--- src/rtl/miss_cls_pkg.sv ---
package miss_cls_pkg;
  typedef enum logic [1:0] {
    KIND_HIT        = 2'd0,
    KIND_CONFLICT   = 2'd1,
    KIND_CAPACITY   = 2'd2,
    KIND_COMPULSORY = 2'd3
  } miss_kind_e;

  localparam int NUM_KINDS = 4;
endpackage

--- src/rtl/lru_tag_set.sv ---
// One recency-ordered tag store: a single set of WAYS lines.
// rank 0 is most recent, rank WAYS-1 is the eviction candidate.
module lru_tag_set #(
  parameter int WAYS  = 4,
  parameter int TAG_W = 6
) (
  input  logic             clk,
  input  logic             rst,
  input  logic             acc_en,
  input  logic [TAG_W-1:0] acc_tag,
  output logic             hit
);
  localparam int RW = $clog2(WAYS);

  logic [TAG_W-1:0] tag_q  [WAYS];
  logic [RW-1:0]    rank_q [WAYS];
  logic [WAYS-1:0]  vld_q;

  logic [WAYS-1:0]  hit_vec;
  logic [RW-1:0]    hit_idx, inv_idx, lru_idx, tgt_idx, tgt_rank;
  logic             any_inv;

  always_comb begin
    hit_idx = '0;
    inv_idx = '0;
    lru_idx = '0;
    any_inv = 1'b0;
    for (int w = 0; w < WAYS; w++) begin
      hit_vec[w] = vld_q[w] && (tag_q[w] == acc_tag);
      if (hit_vec[w]) hit_idx = RW'(w);
      if (rank_q[w] == RW'(WAYS - 1)) lru_idx = RW'(w);
    end
    // lowest-numbered invalid way wins
    for (int w = WAYS - 1; w >= 0; w--) begin
      if (!vld_q[w]) begin
        inv_idx = RW'(w);
        any_inv = 1'b1;
      end
    end
    hit      = |hit_vec;
    tgt_idx  = hit ? hit_idx : (any_inv ? inv_idx : lru_idx);
    tgt_rank = rank_q[tgt_idx];
  end

  always_ff @(posedge clk) begin
    if (rst) begin
      vld_q <= '0;
      for (int w = 0; w < WAYS; w++) begin
        tag_q[w]  <= '0;
        rank_q[w] <= RW'(w);
      end
    end else if (acc_en) begin
      for (int w = 0; w < WAYS; w++) begin
        if (RW'(w) == tgt_idx)         rank_q[w] <= '0;
        else if (rank_q[w] < tgt_rank) rank_q[w] <= rank_q[w] + 1'b1;
      end
      tag_q[tgt_idx] <= acc_tag;
      vld_q[tgt_idx] <= 1'b1;
    end
  end


  hit_unique_chk: assert property (@(posedge clk) disable iff (rst)
    $onehot0(hit_vec));


  mru_single_chk: assert property (@(posedge clk) disable iff (rst)
    acc_en |=> (rank_q[$past(tgt_idx)] == '0));
endmodule

--- src/rtl/first_touch_table.sv ---
// One bit per block address, set on first access.
module first_touch_table #(
  parameter int ADDR_W = 8
) (
  input  logic              clk,
  input  logic              rst,
  input  logic              acc_en,
  input  logic [ADDR_W-1:0] acc_addr,
  output logic              seen
);
  localparam int ENTRIES = 1 << ADDR_W;

  logic [ENTRIES-1:0] seen_q;

  assign seen = seen_q[acc_addr];

  always_ff @(posedge clk) begin
    if (rst)         seen_q <= '0;
    else if (acc_en) seen_q[acc_addr] <= 1'b1;
  end


  mark_chk: assert property (@(posedge clk) disable iff (rst)
    acc_en |=> seen_q[$past(acc_addr)]);
endmodule

--- src/rtl/sat_counter.sv ---
module sat_counter #(
  parameter int W = 16
) (
  input  logic         clk,
  input  logic         rst,
  input  logic         inc,
  output logic [W-1:0] value
);
  localparam logic [W-1:0] MAXV = '1;

  always_ff @(posedge clk) begin
    if (rst)                     value <= '0;
    else if (inc && value != MAXV) value <= value + 1'b1;
  end


  no_wrap_chk: assert property (@(posedge clk) disable iff (rst)
    ($past(value) == MAXV) |-> (value == MAXV));


  step_chk: assert property (@(posedge clk) disable iff (rst)
    1'b1 |=> (value == $past(value) || value == $past(value) + 1'b1));
endmodule

--- src/rtl/miss_classifier.sv ---
module miss_classifier
  import miss_cls_pkg::*;
#(
  parameter int ADDR_W = 8,
  parameter int SETS   = 4,
  parameter int WAYS   = 4,
  parameter int CNT_W  = 16
) (
  input  logic              clk,
  input  logic              rst,
  input  logic              addr_valid_i,
  input  logic [ADDR_W-1:0] addr_i,
  output logic              res_valid_o,
  output logic [1:0]        res_kind_o,
  output logic [CNT_W-1:0]  cnt_hit_o,
  output logic [CNT_W-1:0]  cnt_conflict_o,
  output logic [CNT_W-1:0]  cnt_capacity_o,
  output logic [CNT_W-1:0]  cnt_compulsory_o
);
  localparam int SET_W = $clog2(SETS);
  localparam int TAG_W = ADDR_W - SET_W;
  localparam int LINES = SETS * WAYS;

  logic [SET_W-1:0] set_idx;
  logic [TAG_W-1:0] set_tag;
  logic [SETS-1:0]  set_hit;
  logic             dut_hit, shadow_hit, seen;
  miss_kind_e       kind_d;

  assign set_idx = addr_i[SET_W-1:0];
  assign set_tag = addr_i[ADDR_W-1:SET_W];

  // cache under test: one recency-ordered store per set
  for (genvar s = 0; s < SETS; s++) begin : g_set
    lru_tag_set #(.WAYS(WAYS), .TAG_W(TAG_W)) u_set (
      .clk    (clk),
      .rst    (rst),
      .acc_en (addr_valid_i && (set_idx == SET_W'(s))),
      .acc_tag(set_tag),
      .hit    (set_hit[s])
    );
  end

  assign dut_hit = set_hit[set_idx];

  // fully associative shadow of equal line count
  lru_tag_set #(.WAYS(LINES), .TAG_W(ADDR_W)) u_shadow (
    .clk    (clk),
    .rst    (rst),
    .acc_en (addr_valid_i),
    .acc_tag(addr_i),
    .hit    (shadow_hit)
  );

  first_touch_table #(.ADDR_W(ADDR_W)) u_touch (
    .clk     (clk),
    .rst     (rst),
    .acc_en  (addr_valid_i),
    .acc_addr(addr_i),
    .seen    (seen)
  );

  always_comb begin
    if (dut_hit)         kind_d = KIND_HIT;
    else if (shadow_hit) kind_d = KIND_CONFLICT;
    else if (!seen)      kind_d = KIND_COMPULSORY;
    else                 kind_d = KIND_CAPACITY;
  end

  always_ff @(posedge clk) begin
    if (rst) begin
      res_valid_o <= 1'b0;
      res_kind_o  <= 2'd0;
    end else begin
      res_valid_o <= addr_valid_i;
      if (addr_valid_i) res_kind_o <= kind_d;
    end
  end

  logic [CNT_W-1:0] cnt [NUM_KINDS];

  for (genvar k = 0; k < NUM_KINDS; k++) begin : g_cnt
    sat_counter #(.W(CNT_W)) u_cnt (
      .clk  (clk),
      .rst  (rst),
      .inc  (addr_valid_i && (kind_d == miss_kind_e'(k))),
      .value(cnt[k])
    );
  end

  assign cnt_hit_o        = cnt[KIND_HIT];
  assign cnt_conflict_o   = cnt[KIND_CONFLICT];
  assign cnt_capacity_o   = cnt[KIND_CAPACITY];
  assign cnt_compulsory_o = cnt[KIND_COMPULSORY];


  valid_lat_chk: assert property (@(posedge clk) disable iff (rst)
    addr_valid_i |=> res_valid_o);


  idle_chk: assert property (@(posedge clk) disable iff (rst)
    !addr_valid_i |=> !res_valid_o);


  compulsory_once_chk: assert property (@(posedge clk) disable iff (rst)
    (addr_valid_i && $past(addr_valid_i) && addr_i == $past(addr_i))
      |-> (kind_d != KIND_COMPULSORY));
endmodule

--- config.mk ---
export PLATFORM = sky130hd
export DESIGN_NAME = miss_classifier
export DESIGN_NICKNAME = d
export VERILOG_FILES = /design/src/rtl/miss_cls_pkg.sv /design/src/rtl/lru_tag_set.sv /design/src/rtl/first_touch_table.sv /design/src/rtl/sat_counter.sv /design/src/rtl/miss_classifier.sv
export SDC_FILE = /design/constraint.sdc
export NUM_CORES = 2
export LEC_CHECK = 0
export ABC_AREA = 1
export BUFFER_PORTS_ARGS = -buffer_cell sky130_fd_sc_hd__buf_4
export CAP_MARGIN = 20
export CORE_ASPECT_RATIO = 0.6
export CORE_MARGIN = 8
export CORE_UTILIZATION = 55
export CTS_CLUSTER_SIZE = 12
export DETAILED_ROUTE_END_ITERATION = 6
export GPL_TIMING_DRIVEN = 0
export PLACE_DENSITY_LB_ADDON = 0.05
export SLEW_MARGIN = 25
export SYNTH_ARGS = -nofsm -noshare
export SYNTH_HDL_FRONTEND = slang
export SYNTH_SLANG_ARGS = --single-unit
--- constraint.sdc ---
create_clock -name clk -period 4.2 [get_ports clk]
set_clock_uncertainty 0.15 [all_clocks]
set_input_delay 0.21 -clock clk [delete_from_list [all_inputs] [get_ports clk]]
set_output_delay 0.21 -clock clk [all_outputs]
set_load 0.05 [all_outputs]
After elaboration in Yosys (flattened, before gate mapping)
Memories as Yosys holds them, arrays and structs flattened.
Cells that the tools add are included.
- memories: 10
- output and inout bits: 67
- input port bits: 11
- memory bits (writable): 320
- bits in latches: 0
- bits in registers: 355
- word-level logic and storage cells: 867
- memory bits (read-only): 0
- shift operators: 0
- mux-type cells: 531
- equal/unequal tests: 96
- add/sub/neg operators: 36
- multipliers: 0
- reduce and logical (&&, ||, !) cells: 67
- div/mod/pow operators: 0
- bitwise operators: 70
- $lt $le $gt $ge: 45
- memories (name ; words ; width ; read ports ; clocked after Yosys merged registers in ; write ports ; line ; source):
    u_shadow.tag_q ; 16 ; 8 ; 16 ; 0 ; 16 ; lru_tag_set.sv:15 ; logic [TAG_W-1:0] tag_q [WAYS];
    u_shadow.rank_q ; 16 ; 4 ; 17 ; 0 ; 16 ; lru_tag_set.sv:16 ; logic [RW-1:0] rank_q [WAYS];
    g_set[0].u_set.tag_q ; 4 ; 6 ; 4 ; 0 ; 4 ; lru_tag_set.sv:15 ;
    g_set[1].u_set.tag_q ; 4 ; 6 ; 4 ; 0 ; 4 ; lru_tag_set.sv:15 ;
    g_set[2].u_set.tag_q ; 4 ; 6 ; 4 ; 0 ; 4 ; lru_tag_set.sv:15 ;
    g_set[3].u_set.tag_q ; 4 ; 6 ; 4 ; 0 ; 4 ; lru_tag_set.sv:15 ;
    +4 memories ; n/a ; n/a ; n/a ; n/a ; n/a ; n/a ;
- operator list (kind ; count):
    $mux 1 ; 361
    $mux 4 ; 67
    $or 256x256->256 ; 1
    $mux 2 ; 82
    $eq 8x8->1 ; 16
    $eq 6x6->1 ; 16
    $add 16x1->16 const B ; 4
    $add 4x1->4 const B ; 16
    $lt 4x4->1 ; 16
    $ne 16x16->1 const B ; 4
    $or 1x1->1 ; 64
    $eq 4x4->1 const B ; 15
    $logic_and 1x1->1 ; 50
    $add 2x1->2 const B ; 16
    $eq 2x2->1 const B ; 16
    $eq 4x4->1 const A ; 8
    $lt 2x2->1 ; 16
    $mux 3 ; 8
    $mux 6 ; 4
    $reduce_or 6->1 ; 4
    $eq 2x2->1 const A ; 8
    $eq 3x4->1 const A ; 4
    $or 16x16->16 ; 1
    $or 4x4->4 ; 4
    21 further kinds ; 44

Depth between registers and ports, before layout
An unclocked memory read counts as a cell.
- word-level depth: 27
- gate-level depth with buffers: 38
- mapped depth without buffers: 35

Hierarchy
Synthesis repeated with hierarchy kept, for this count alone.
- cells, all modules: 5069
- area total of the unflattened synthesis: 37119.4 um2
- modules (own cells, without submodules) (module ; sequential area each (um2) ; area an instance (um2) ; instances ; cells an instance):
    lru_tag_set at u_shadow ; 6085.8 ; 12754.7 ; 1 ; 1519
    first_touch_table ; 5124.9 ; 11060.6 ; 1 ; 1635
    sat_counter at g_cnt[0].u_cnt ... ; 320.3 ; 929.6 ; 3 ; 149
    lru_tag_set at g_set[1].u_set ; 1041.0 ; 2391.0 ; 1 ; 336
    lru_tag_set at g_set[2].u_set ; 1041.0 ; 2356.0 ; 1 ; 321
    lru_tag_set at g_set[0].u_set ; 1041.0 ; 2319.7 ; 1 ; 311
    lru_tag_set at g_set[3].u_set ; 1041.0 ; 2270.9 ; 1 ; 309
    sat_counter at g_cnt[3].u_cnt ; 320.3 ; 973.4 ; 1 ; 158
    miss_classifier ; 60.1 ; 203.9 ; 1 ; 33

Worst setup path after synthesis
No wires, ideal clock.
- path kind: input-to-reg
- from: input port addr_i[1]
- to: memory u_shadow.rank_q[5][0] in the netlist's numbering, enable pin
- slack: 0.000 ns
- buffers on the path: 3
- setup time: 0.313 ns
- required time: 3.737 ns
- stages on the path: 32
- data arrival time: 3.738 ns
- cells stage by stage: buf_4 -> inv_2 -> buf_6 -> nand2_1 -> nand4_1 -> nor3_1 -> nand3_1 -> nand2_1 -> nand2_1 -> nand2_1 -> nand2_1 -> nand2_1 -> nand2_1 -> nand2_1 -> nand2_1 -> nand2_1 -> nand2_2 -> nand2_4 -> nand3_4 -> inv_2 -> nor2_1 -> inv_1 -> clkbuf_1 -> o22ai_1 -> o21ai_0 -> nand4_1 -> ha_1 -> inv_1 -> nand2_1 -> a21oi_1 -> nand2_2 -> nand3_1
- RTL lines (what ; line ; source):
    from (decl) ; miss_classifier.sv:12 ; input logic [ADDR_W-1:0] addr_i,
    to (decl) ; lru_tag_set.sv:16 ;

==> impl_metrics.csv <==
group,metric,value,unit
logic_synthesis,synth_area_leader_cell,"edfxtp_1",
floorplanning,initial_core_util,55.41,%
run,cap_violations,0,
floorplanning,core-area,0.06061,sq mm
cells_and_area,drive_gt1_share,11.97,%
cells_and_area,multi_input_area,0.01530,sq mm
logic_synthesis,synthCells,4112,
pwr,leakage,0.01493,uW
sta,slew_headroom,27.53,%
detailed_routing,drtIter0Drc,4386,
logic_synthesis,synth_nets,4203,
floorplanning,dieHeight,207.4,microns
global_route,grt-ovfl-total,0,
floorplanning,die-area,0.06948,sq mm
worst_hold_path,hp-class,"input port to register",
worst_hold_path,hold_path_startpoint,"addr_i[0]",
cells_and_area,final_cell_mix,"nor2_1 (694), nand2_1 (626), inv_1 (397)",
detailed_routing,final_antenna_net_count,0,
worst_hold_path,hold_depth,4,
worst_setup_path,crit_path_end_kind,"register",
logic_synthesis,synth_area_leaders,"edfxtp_1 (29%), dfxtp_1 (21%), nor2_1 (8.1%), nand2_1 (7.7%), a21oi_1 (5.0%)",
detailed_routing,firstDrtPassIters,7,
logic_synthesis,synth.avg_cell_area,8.167,sq um
worst_hold_path,holdPathEnd,"u_touch.seen_q[247]$_SDFFE_PP0P_",
logic_synthesis,synth.top_cell.area_share,28.61,%
logic_synthesis,yosysSeqAreaShare,49.77,%
detailed_routing,routed_via_density,5.970,
detailed_routing,avgRoutedWirePerCell,22.11,microns
floorplanning,die_x,335.0,microns
cells_and_area,register_area,0.01672,sq mm
cells_and_area,nets,4388,
worst_setup_path,path_max_fanout,10,
logic_synthesis,yosys_most_used_dff,"dfxtp_1",
place,dp.cells,5012,
global_route,grt_pass1_vias,27010,
place,gp_congestion,0.9814,
cts,clk_latency,0.63,ns
worst_setup_path,rr_endpoint,"u_shadow.rank_q[5][3]$_SDFFCE_PN0P_",
sta,period_share,106.1,%
cts,cts_tree,"done",
cts,clkTransAtPathRegs,0.07,ns
worst_setup_path,r2r_start,"u_shadow.tag_q[12][5]$_SDFFCE_PN0P_",
global_route,antenna_found_initial,5,
sta,hold_viol,0,
status,violations,"design-rule violations, negative setup slack",
global_route,grt_start_max_net_pins,14,
global_route,grt_pass1_wl,167800,microns
sta,layout_setup_ws,-0.2567,ns
logic_synthesis,synth_cell_types,64,
global_route,grtUsageTotal,31.21,%
detailed_routing,wl,114200,microns
logic_synthesis,async_flop_share,0,%
worst_setup_path,crit_type,"register to register",
sta,min_period,4.457,ns
cells_and_area,area_delta_synth_final,15.05,%
pwr,peakVddDrop,351.8,uV
floorplanning,io_pins,78,
status,status,"finished, violations left",
detailed_routing,drc,2,
cells_and_area,fin_area,0.03864,sq mm
logic_synthesis,ys_seq_elements,675,
cts,clockBufferDepth,3,
cts,cts.sink_count,675,
worst_setup_path,r2r_slack,-0.26,ns
cts,cts-buffers-inserted,68,
worst_setup_path,crit_required,4.43,ns
cts,root_buffer,"clkbuf_16",
detailed_routing,vias,30843,
logic_synthesis,ys_warn_count,0,
logic_synthesis,synth_edf_count,320,
place,portBuffers,72,
place,dp_hpwl,82100,microns
logic_synthesis,synth_area,0.03358,sq mm
floorplanning,rows,70,
sta,timing.fmax,0.2244,GHz
sta,drv_slew,0,
cts,h-tree-depth,3,
cells_and_area,final_cells,5166,
cells_and_area,n_fill_cell,5341,
place,placed_area,0.03517,sq mm
sta,worst_pin_slew,1.087,ns
sta,rsz0062_at_grt,"true",
sta,finalSetupViolations,192,
cells_and_area,final_common_cell,"nor2_1",
worst_setup_path,startpoint_type,"register",
worst_setup_path,critPathArrivalTime,4.68,ns
worst_setup_path,rr_worst_depth,26,
pwr,power_density,399.7,mW/mm^2
cell type report:
class,instances,share of cell area (%)
Timing Repair Buffer,113,2.387
Sequential cell,675,43.27
Antenna cell,2,0.01295
Multi-Input combinational cell,2806,39.60
Tap cell,828,2.681
Buffer,213,2.804
Inverter,420,4.113
Clock inverter,5,0.07448
Clock buffer,104,5.058
registers in the layout (all words and copies together) (netlist names):
| register | cells |
|---|---|
| g_set.u_set.vld_q | 16 |
| g_cnt.u_cnt.value | 64 |
| u_shadow.vld_q | 16 |
| g_set.u_set.tag_q | 96 |
| u_touch.seen_q | 256 |
| g_set.u_set.rank_q | 32 |
| res_kind_o | 2 |
| res_valid_o | 1 |
| u_shadow.tag_q | 128 |
| u_shadow.rank_q | 64 |
critical path, cell delays in order (launching register included):
cell and delay, ns:
edfxtp_1 0.41, nand2_1 0.09, o21ai_0 0.09, nor4_1 0.27
nand4_1 0.31, nand2_1 0.20, nor2_1 0.08, nand2_2 0.10
nor2_4 0.06, nor2_1 0.08, nand2_1 0.16, nand2_4 0.19
inv_6 0.09, nand4_4 0.14, clkbuf_16 0.18, o22ai_1 0.09
o21ai_2 0.23, nand4_1 0.14, buf_6 0.16, buf_8 0.14
ha_2 0.30, nand2_1 0.06, nor2_2 0.11, nand2_2 0.09
nand2_4 0.10, buf_4 0.12, nor2_1 0.03
power breakdown:
group | internal, uW | switching, uW | total (uW)
Combinational | 775 | 1620 | 2400
Clock | 3190 | 2580 | 5770
Sequential | 7100 | 181 | 7280
Total | 11100 | 4380 | 15400
cell usage after synthesis, types with 8 or more instances:
| master | n |
|---|---|
| a21oi_1 | 335 |
| a221oi_1 | 23 |
| a22oi_1 | 33 |
| a31oi_1 | 13 |
| buf_2 | 40 |
| buf_4 | 13 |
| buf_6 | 15 |
| clkbuf_1 | 141 |
| dfxtp_1 | 355 |
| edfxtp_1 | 320 |
| ha_1 | 80 |
| inv_1 | 401 |
| inv_2 | 11 |
| nand2_1 | 685 |
| nand2_2 | 16 |
| nand3_1 | 176 |
| nand4_1 | 58 |
| nor2_1 | 728 |
| nor3_1 | 63 |
| nor3b_1 | 12 |
| nor4_1 | 33 |
| o21ai_0 | 176 |
| o21ai_1 | 8 |
| o21bai_1 | 9 |
| o221ai_1 | 34 |
| o22ai_1 | 106 |
| or2_2 | 11 |
| xnor2_1 | 54 |
| xor2_1 | 65 |
logic make-up (layout without fill, tap and decap cells):
kind of cell | Yosys count | after routing | share of synthesized area (%)
buffers and inverters | 633 | 855 | 7.712
AO/OA/AOI/OAI | 785 | 785 | 13.61
adder cells (fa/ha/maj) | 80 | 80 | 2.981
flip-flops | 675 | 675 | 49.77
XOR/XNOR | 120 | 120 | 3.152
AND/OR/NAND/NOR | 1819 | 1821 | 22.77
other | 0 | 2 | 0
metal layers:
metal  global-route usage [%]  wire length (microns)
met1                    50.03                  52360
met2                    38.25                  41230
met3                    13.12                  18780
met4                    4.687                   1697
met5                        0                    168
stage by stage:
step	util, %	hold slack (ns)	total power (uW)	TNS [ns]	setup slack [ns]
CTS	62.05	0.009548	15030	-0.1010	-0.02252
floorplan	-	0.2801	8682	0	0.03781
detailed placement	58.03	0.2915	9327	-419.37	-2.547
global placement	58.02	0.2916	9294	-394.18	-2.437
global route	63.75	0.03186	15900	-52.01	-0.3816
finish	63.75	0.03774	15440	-30.54	-0.2567
how the worst max path moves through the flow:
stage                                   startpoint                                   to  slack [ns]
3_5_place_dp                             addr_i[1]  u_shadow.rank_q[5][2]$_SDFFCE_PN1P_       -2.55
6_report       u_shadow.tag_q[12][5]$_SDFFCE_PN0P_  u_shadow.rank_q[5][3]$_SDFFCE_PN0P_       -0.26
2_1_floorplan                            addr_i[1]  u_shadow.rank_q[5][0]$_SDFFCE_PN1P_        0.04
3_3_place_gp                             addr_i[1]  u_shadow.rank_q[5][1]$_SDFFCE_PN0P_       -2.44
4_1_cts         u_shadow.tag_q[2][6]$_SDFFCE_PN0P_  u_shadow.rank_q[7][1]$_SDFFCE_PN1P_       -0.02
5_1_grt         u_shadow.tag_q[2][1]$_SDFFCE_PN0P_  u_shadow.rank_q[9][1]$_SDFFCE_PN0P_       -0.38
repair_timing:
item,CTS,global route
gates cloned,1,6
setup buffers,14,21
gates resized for setup,86,203
hold buffers,1,0
setup endpoints to repair,274,263
endpoints found under the hold margin,5,0
pin swaps,14,89
(Power assumes the default switching activity.)
